**src/rtl/ctl_pkg.sv**
```systemverilog
package ctl_pkg;
  localparam int OPC_W  = 4;
  localparam int SEL_W  = 2;
  localparam int FUNC_W = 2;
  localparam int ST_W   = 5;

  typedef enum logic [OPC_W-1:0] {
    OP_ADD = 4'd0, OP_NAND = 4'd1, OP_ADDI = 4'd2, OP_LW = 4'd3,
    OP_SW  = 4'd4, OP_BEQ  = 4'd5, OP_JALR = 4'd6, OP_HALT = 4'd7
  } opc_e;

  typedef enum logic [FUNC_W-1:0] {
    FN_ADD = 2'd0, FN_NAND = 2'd1, FN_SUB = 2'd2, FN_INC = 2'd3
  } func_e;

  localparam logic [SEL_W-1:0] SEL_DST = 2'd0;
  localparam logic [SEL_W-1:0] SEL_SR1 = 2'd1;
  localparam logic [SEL_W-1:0] SEL_SR2 = 2'd2;

  typedef enum logic [ST_W-1:0] {
    S_F1, S_F2, S_F3, S_DEC,
    S_ADD1, S_ADD2, S_ADD3,
    S_NND1, S_NND2, S_NND3,
    S_ADI1, S_ADI2, S_ADI3,
    S_LW1, S_LW2, S_LW3, S_LW4,
    S_SW1, S_SW2, S_SW3, S_SW4,
    S_BQ1, S_BQ2, S_BQ3, S_BQ4, S_BQ5, S_BQ6, S_BQ7,
    S_JR1, S_JR2,
    S_HALT
  } state_e;

  typedef struct packed {
    logic              dr_pc;
    logic              dr_alu;
    logic              dr_reg;
    logic              dr_mem;
    logic              dr_off;
    logic              ld_pc;
    logic              ld_ir;
    logic              ld_mar;
    logic              ld_a;
    logic              ld_b;
    logic              ld_z;
    logic              wr_reg;
    logic              wr_mem;
    logic [SEL_W-1:0]  reg_sel;
    logic [FUNC_W-1:0] alu_func;
  } ctl_word_t;
endpackage

```
**src/rtl/ctl_next_state.sv**
```systemverilog
module ctl_next_state
  import ctl_pkg::*;
(
  input  state_e           state_i,
  input  logic [OPC_W-1:0] opcode_i,
  input  logic             zero_i,
  output state_e           next_o
);
  always_comb begin
    next_o = S_F1;
    unique case (state_i)
      S_F1:   next_o = S_F2;
      S_F2:   next_o = S_F3;
      S_F3:   next_o = S_DEC;
      S_DEC: begin
        case (opcode_i)
          OP_ADD:  next_o = S_ADD1;
          OP_NAND: next_o = S_NND1;
          OP_ADDI: next_o = S_ADI1;
          OP_LW:   next_o = S_LW1;
          OP_SW:   next_o = S_SW1;
          OP_BEQ:  next_o = S_BQ1;
          OP_JALR: next_o = S_JR1;
          OP_HALT: next_o = S_HALT;
          default: next_o = S_F1;
        endcase
      end
      S_ADD1: next_o = S_ADD2;
      S_ADD2: next_o = S_ADD3;
      S_NND1: next_o = S_NND2;
      S_NND2: next_o = S_NND3;
      S_ADI1: next_o = S_ADI2;
      S_ADI2: next_o = S_ADI3;
      S_LW1:  next_o = S_LW2;
      S_LW2:  next_o = S_LW3;
      S_LW3:  next_o = S_LW4;
      S_SW1:  next_o = S_SW2;
      S_SW2:  next_o = S_SW3;
      S_SW3:  next_o = S_SW4;
      S_BQ1:  next_o = S_BQ2;
      S_BQ2:  next_o = S_BQ3;
      S_BQ3:  next_o = S_BQ4;
      // flag was loaded at the end of BQ3, test it here
      S_BQ4:  next_o = zero_i ? S_BQ5 : S_F1;
      S_BQ5:  next_o = S_BQ6;
      S_BQ6:  next_o = S_BQ7;
      S_JR1:  next_o = S_JR2;
      S_HALT: next_o = S_HALT;
      default: next_o = S_F1;
    endcase
  end
endmodule

```
**src/rtl/ctl_word_gen.sv**
```systemverilog
module ctl_word_gen
  import ctl_pkg::*;
(
  input  state_e    state_i,
  output ctl_word_t word_o
);
  always_comb begin
    word_o = '0;
    case (state_i)
      S_F1: begin word_o.dr_pc = 1'b1; word_o.ld_mar = 1'b1; word_o.ld_a = 1'b1; end
      S_F2: begin word_o.dr_mem = 1'b1; word_o.ld_ir = 1'b1; end
      S_F3: begin word_o.alu_func = FN_INC; word_o.dr_alu = 1'b1; word_o.ld_pc = 1'b1; end
      S_ADD1, S_NND1, S_ADI1, S_LW1, S_SW1, S_BQ1: begin
        word_o.reg_sel = SEL_SR1; word_o.dr_reg = 1'b1; word_o.ld_a = 1'b1;
      end
      S_ADD2, S_NND2, S_BQ2: begin
        word_o.reg_sel = SEL_SR2; word_o.dr_reg = 1'b1; word_o.ld_b = 1'b1;
      end
      S_ADI2, S_LW2, S_SW2, S_BQ6: begin word_o.dr_off = 1'b1; word_o.ld_b = 1'b1; end
      S_ADD3, S_NND3, S_ADI3: begin
        word_o.alu_func = (state_i == S_NND3) ? FN_NAND : FN_ADD;
        word_o.dr_alu   = 1'b1;
        word_o.reg_sel  = SEL_DST;
        word_o.wr_reg   = 1'b1;
      end
      S_LW3, S_SW3: begin word_o.alu_func = FN_ADD; word_o.dr_alu = 1'b1; word_o.ld_mar = 1'b1; end
      S_LW4: begin word_o.dr_mem = 1'b1; word_o.reg_sel = SEL_DST; word_o.wr_reg = 1'b1; end
      S_SW4: begin word_o.dr_reg = 1'b1; word_o.reg_sel = SEL_DST; word_o.wr_mem = 1'b1; end
      S_BQ3: begin word_o.alu_func = FN_SUB; word_o.dr_alu = 1'b1; word_o.ld_z = 1'b1; end
      S_BQ5: begin word_o.dr_pc = 1'b1; word_o.ld_a = 1'b1; end
      S_BQ7: begin word_o.alu_func = FN_ADD; word_o.dr_alu = 1'b1; word_o.ld_pc = 1'b1; end
      S_JR1: begin word_o.dr_pc = 1'b1; word_o.reg_sel = SEL_SR1; word_o.wr_reg = 1'b1; end
      S_JR2: begin word_o.reg_sel = SEL_DST; word_o.dr_reg = 1'b1; word_o.ld_pc = 1'b1; end
      default: word_o = '0;
    endcase
  end
endmodule

```
**src/rtl/ctl_sequencer.sv**
```systemverilog
module ctl_sequencer
  import ctl_pkg::*;
(
  input  logic              clk_i,
  input  logic              rst_ni,
  input  logic [OPC_W-1:0]  opcode_i,
  input  logic              zero_i,
  output logic              dr_pc_o,
  output logic              dr_alu_o,
  output logic              dr_reg_o,
  output logic              dr_mem_o,
  output logic              dr_off_o,
  output logic              ld_pc_o,
  output logic              ld_ir_o,
  output logic              ld_mar_o,
  output logic              ld_a_o,
  output logic              ld_b_o,
  output logic              ld_z_o,
  output logic              wr_reg_o,
  output logic              wr_mem_o,
  output logic [SEL_W-1:0]  reg_sel_o,
  output logic [FUNC_W-1:0] alu_func_o
);
  state_e    state_q, state_d;
  ctl_word_t word, word_g;

  ctl_next_state u_next (
    .state_i  (state_q),
    .opcode_i (opcode_i),
    .zero_i   (zero_i),
    .next_o   (state_d)
  );

  ctl_word_gen u_word (
    .state_i (state_q),
    .word_o  (word)
  );

  always_ff @(posedge clk_i or negedge rst_ni) begin
    if (!rst_ni) state_q <= S_F1;
    else         state_q <= state_d;
  end

  // all enables quiet while reset is held
  assign word_g = rst_ni ? word : '0;

  assign dr_pc_o    = word_g.dr_pc;
  assign dr_alu_o   = word_g.dr_alu;
  assign dr_reg_o   = word_g.dr_reg;
  assign dr_mem_o   = word_g.dr_mem;
  assign dr_off_o   = word_g.dr_off;
  assign ld_pc_o    = word_g.ld_pc;
  assign ld_ir_o    = word_g.ld_ir;
  assign ld_mar_o   = word_g.ld_mar;
  assign ld_a_o     = word_g.ld_a;
  assign ld_b_o     = word_g.ld_b;
  assign ld_z_o     = word_g.ld_z;
  assign wr_reg_o   = word_g.wr_reg;
  assign wr_mem_o   = word_g.wr_mem;
  assign reg_sel_o  = word_g.reg_sel;
  assign alu_func_o = word_g.alu_func;
endmodule

```
**config.mk**
```make
export PLATFORM = sky130hd
export DESIGN_NAME = ctl_sequencer
export DESIGN_NICKNAME = d
export VERILOG_FILES = /design/src/rtl/ctl_pkg.sv /design/src/rtl/ctl_next_state.sv /design/src/rtl/ctl_word_gen.sv /design/src/rtl/ctl_sequencer.sv
export SDC_FILE = /design/constraint.sdc
export NUM_CORES = 1
export LEC_CHECK = 0
export ABC_AREA = 1
export BUFFER_PORTS_ARGS = -buffer_cell sky130_fd_sc_hd__buf_2
export CELL_PAD_IN_SITES_DETAIL_PLACEMENT = 1
export CELL_PAD_IN_SITES_GLOBAL_PLACEMENT = 2
export CORE_MARGIN = 10
export CORE_UTILIZATION = 22
export DETAILED_ROUTE_END_ITERATION = 6
export PLACE_DENSITY_LB_ADDON = 0.1
export SKIP_LAST_GASP = 1
export SYNTH_ARGS = -nofsm -noshare
export SYNTH_HDL_FRONTEND = slang
export SYNTH_SLANG_ARGS = --single-unit
export TNS_END_PERCENT = 30
```
**constraint.sdc**
```tcl
create_clock -name clk_i -period 1.1 [get_ports clk_i]
set_input_delay 0.055 -clock clk_i [delete_from_list [all_inputs] [get_ports clk_i]]
set_output_delay 0.055 -clock clk_i [all_outputs]
set_load 0.01 [all_outputs]
```
* Yosys cells after proc, flatten, opt, wreduce, memory -nomap -nowiden
Memory sizes are Yosys's and may differ from the RTL's.
Index checks and enable logic that the tools add are counted.
** Word-level totals
- Register bits :: 5
- Memory bits (read-only) :: 40
- Output and inout port bits :: 17
- Memories :: 1
** Memories
- (name not given) :: depth 8, width 5, rd ports 1, clocked after memory_dff 0, write ports 0, line ctl_next_state.sv:16 : case (opcode_i)
** Operators by class
- Equal/unequal tests :: 30
- Mux-type cells :: 20
- Reductions and logical operators :: 14
** Operators with widths (count)
- case mux 5 bit (24 select lines) :: 1
- equality test 5 bit, second input constant :: 15
- equality test 5 x 4 -> 1 bit, second input constant :: 8
- equality test 5 x 3 -> 1 bit, second input constant :: 4
- 2-to-1 mux 17 bit :: 1
- OR reduction 8 bit :: 2
- OR reduction 3 bit :: 5
- 2-to-1 mux 1 bit :: 14
- OR reduction 7 bit :: 2
- OR reduction 11 bit :: 1
- equality test 5 x 2 -> 1 bit, second input constant :: 2
- 2-to-1 mux 5 bit :: 2
- case mux 2 bit (3 select lines) :: 1
- equality test 5 x 1 -> 1 bit, second input constant :: 1
- logical NOT 5 bit :: 1
- OR reduction 5 bit :: 1
- case mux 2 bit (2 select lines) :: 1
- OR reduction 4 bit :: 1
- OR reduction 2 bit :: 1

* Depth between registers and ports, before layout
- Depth after elaboration :: 4
- Mapped depth :: 9
- Depth with buffers taken out :: 9

* Modules after synthesis
From an unflattened synthesis, not the netlist that was laid out.
** Unflattened totals
- Cells, all modules :: 229
- Area total of the unflattened synthesis :: 1171.1 sq um
** Modules (own cells, without submodules)
- ctl_next_state :: times used 1, cells an instance 101, area an instance 495.5 sq um, seq. area each 0.0 sq um
- ctl_word_gen :: times used 1, cells an instance 87, area an instance 394.1 sq um, seq. area each 0.0 sq um
- ctl_sequencer :: times used 1, cells an instance 41, area an instance 281.5 sq um, seq. area each 125.1 sq um

* Worst setup path before layout
Ideal clock, no wire load.
- Kind :: reg-to-output
- Start point :: register state_q[0]
- End point :: output port ld_a_o
- Data arrival time :: 1184 ps
- Required time :: 1045 ps
- Slack :: -139 ps
- Stages on the path, launching flop included :: 6
- Cells stage by stage :: dfrtp_1 > nor2_2 > nand3_1 > nand2_1 > nor2_1 > a21oi_1
** On the way
- Cells in the longest elaborated chain, start to end :: 4
** RTL lines
- from (decl) :: line ctl_sequencer.sv:24 : state_e state_q, state_d;
- from (signal assigned) :: line ctl_sequencer.sv:41 : else state_q <= state_d;
- equality test 5 x 3 -> 1 bit, or another cell as far along :: line ctl_word_gen.sv:9 : case (state_i)
- OR reduction 8 bit (no source line) *
- 2-to-1 mux 1 bit * :: line ctl_word_gen.sv:9
- 2-to-1 mux 17 bit * :: line ctl_sequencer.sv:45 : assign word_g = rst_ni ? word : '0;
- to (decl) :: line ctl_sequencer.sv:16 : output logic ld_a_o,
Mark *: on every way between the ends. The rest lies on a longest branch, timed or not.

* Worst setup path after layout
- Start point :: register state_q[1]
- End point :: output port reg_sel_o[0]
** On the way
- Cells in the longest elaborated chain, start to end :: 4
** RTL lines
- equality test 5 x 3 -> 1 bit, or another cell as far along :: line ctl_word_gen.sv:9
- OR reduction 7 bit (no source line) / OR reduction 3 bit (equally long branches)
- case mux 2 bit (2 select lines) * :: line ctl_word_gen.sv:9
- 2-to-1 mux 17 bit * :: line ctl_sequencer.sv:45
- to (decl) :: line ctl_sequencer.sv:21 : output logic [SEL_W-1:0] reg_sel_o,
Marks and branches as above.

==> results.md <==
* Status: finished, violations left
* Violated checks: setup timing
* Multiplexer share of the synthesized area at 0%
* Die area at 7030 um2
* Final Setup Violations at 22
* Worst reg2reg startpoint: state_q[2]
* Post-synthesis cell count at 171
* WL/cell at 15.8 um
* Crit Reg-Reg Endpoint: state_q[3]
* Total track usage at 11.9%
* Synth Area in XOR/XNOR at 0%
* Vias in the first global route at 1424
* Crit path capture type: output pin
* Layout Nets at 245
* Total congestion overflow at 0
* Vias at 1365
* Area post-placement at 1310 um2
* Clock latency on the worst-skew pair at 0.23 ns
* Total Neg Setup Slack at -9.80 ns
* Routability cong. at 0.907
* Period Utilization, post-route at 150%
* Fmax at 0.607 GHz
* Synth warn at 0
* Die Wd at 83.9 um
* Compound-Gate Fraction of Synth Area at 9.48%
* CTS HTree Levels at 1
* Minimum clock period at 1.65 ns
* Initial core utilization at 22.6%
* # port buffers at 23
* Worst slew pin tran at 0.314 ns
* Detailed Route Iter0 Violations at 44
* Antenna-violating nets left at 0
* Min-delay src: opcode_i[3]
* Synth top area cells: nand2_1 (21%), dfrtp_1 (14%), nand3_1 (13%)
* Die height at 83.9 um
* Worst Hold Path EP: state_q[2]
* Register area share after synthesis at 13.9%
* Number of max-cap violations at 0
* Largest Register: state_q
* Nature of the critical path startpoint: register
* Max stage delay on crit path at 0.45 ns
* Hold-critical path depth at 4
* RSZ-0062 raised after global routing: yes
* Hold Path Class: primary input to register
* Syn_area_per_cell at 5.25 um2
* Mapped cell area at 897 um2
* Worst setup margin at -0.547 ns
* Max clock buf depth at 2
* CTS root buffer: clkbuf_8
* Dpl hpwl at 3310 um
* Worst hold slack at 0.161 ns
* Peak supply drop at 0.000528 V
* CP Cell Sequence: inv_2 > nor2_4 > nand3_2 > nand2_2 > nor2_2 > a21oi_2 > buf_2
* Diode count at 0
* Max-slew headroom at 78.9%
* Cells on worst reg2reg path at 9
* Max reg flops at 5
* # DRC at 0
* Critical path class: register to output pin
* Leak at 0.000915 uW
* Largest net degree at the start of global routing at 17
* Biggest regs: state_q: 5 flops
* Final Cell Area at 1620 um2
* Layout area overhead at 81.0%
* CP required at 1.04 ns
* Power Dens Cells at 2190 nW/um2
* Core ar. at 3970 um2
* Row count at 23
* # fillers at 532
* Via density at 4.81
* Antenna violations before repair at 0
* CTS buffer count at 3
* Fin. Hold Viols at 0
* Slew Viols, Final at 0
* Crit. Startpoint: state_q[1]
* Worst Skew at 0.00428 ns
* Yosys top cell by area: nand2_1
* DP Worst Slack at -0.356 ns
* DR pass1 iterations at 4
* Share of cells above drive strength 1 at 50.4%
* Register-to-register setup slack at -0.43 ns
* CTS tree: yes
* Worst Path Arrival at 1.59 ns
* Pwr Total at 3550 uW
* Global-route wire length before repair at 6910 um
* Crit-path max FO at 5
* Simple-gate share of the synthesized area at 61.6%
* Largest family of logic cells by synthesized area: simple AND/OR/NAND/NOR gates
* Distinct cells, synth at 22
* Net Count, Synth at 181
* Share of the synthesized area in the top cell type at 20.5%
* Synth Area in Adders at 4.18%
* Worst-path clk slew at 0.04 ns
* CTS sink count at 5
* Ports at 24
* Register bit total from synthesis at 5
* Slowest-stage cell, CP: dfrtp_2
* Final Routed Wirelength at 4490 um
## stage by stage
stage               std cells  utilization, %
finish                    284            40.9
global route              284            40.9
CTS                       275            37.7
detailed placement        265            33.1
global placement          265            33.1
floorplan                 171               -
## power by group
part | switching, uW | total [uW] | internal, uW | leakage, uW
clock | 112 | 357 | 245 | 0.0000255
combinational | 1600 | 2780 | 1170 | 0.000830
sequential | 144 | 417 | 273 | 0.0000593
total | 1860 | 3550 | 1690 | 0.000915
## synth_stat cells
cell and instances:
nor2_4 2, o21ai_0 6, o21ai_2 1, a21boi_0 1
ha_1 3, buf_2 2, inv_1 19, a21oi_1 5
nand2_1 49, clkinv_1 1, o211ai_1 1, a31oi_1 1
nand2_2 1, nor2_2 4, nor3_1 3, and2_4 1
inv_2 3, dfrtp_1 5, nand4_1 5, nand3_1 24
nor2_1 32, nand3_2 2
## how the worst max path moves through the flow
stage	to	cells after the start
after detailed placement	ld_a_o	8
after global routing	dr_reg_o	9
after CTS	dr_alu_o	10
after floorplan	ld_a_o	6
after global placement	dr_reg_o	9
final	reg_sel_o[0]	7
## worst max-delay path, delay by kind of cell, from the launching register on
| kind | cells | cell delay [ns] |
|---|---|---|
| AO/OA/AOI/OAI | 1 | 0.12 |
| AND/OR/NAND/NOR | 4 | 0.54 |
| buffers and inverters | 2 | 0.23 |
| flip-flops | 1 | 0.45 |
## placed cells by master, fill, tap and decap left out, types with 2 or more instances in the layout
cell / netlist / layout
buf_4: 0 / 33
nand2_4: 0 / 2
dfrtp_2: 0 / 4
nor2_4: 2 / 9
inv_2: 3 / 5
nand3_4: 0 / 4
nand3_1: 24 / 15
a21oi_2: 0 / 2
clkbuf_8: 0 / 3
buf_2: 2 / 23
a21oi_1: 5 / 3
ha_1: 3 / 3
o21ai_0: 6 / 5
buf_6: 0 / 2
nor2_1: 32 / 22
nor3_1: 3 / 3
nand2_1: 49 / 38
nand3_2: 2 / 7
nand2_2: 1 / 10
inv_1: 19 / 15
nand4_1: 5 / 5
nor2_2: 4 / 7
buf_12: 0 / 2
## layout make-up
| class | count | area, um2 | share of cell area (%) |
|---|---|---|---|
| clock buffer | 3 | 41.3 | 2.54 |
| clock inverter | 1 | 5.00 | 0.308 |
| inverter | 23 | 93.8 | 5.78 |
| multi-input combinational | 141 | 856 | 52.7 |
| sequential | 5 | 130 | 8.01 |
| tap | 50 | 62.6 | 3.85 |
| timing repair buffer | 61 | 435 | 26.8 |
## logic make-up after synthesis
group           Yosys count
buf+inv                  25
simple gates            123
compound gates           15
flops                     5
fa+ha+maj                 3
## repair_timing
item	in CTS	in global routing
endpoints found under the setup margin	22	22
endpoints found under the hold margin	5	0
pin swaps	13	14
resized for setup	23	11
hold buffers	1	0
gates cloned	0	0
setup buffers	6	10
## routing by layer
metal | part of all wire [%] | up-vias | GRT usage, %
met4 | 3.7 | 0 | 7.31
met1 | 44 | 635 | 13.9
met3 | 3.8 | 13 | 1.76
li1 | - | 679 | -
met2 | 49 | 38 | 19.8
met5 | 0 | - | 0
Note: power is estimated with default switching activity, not from simulation.
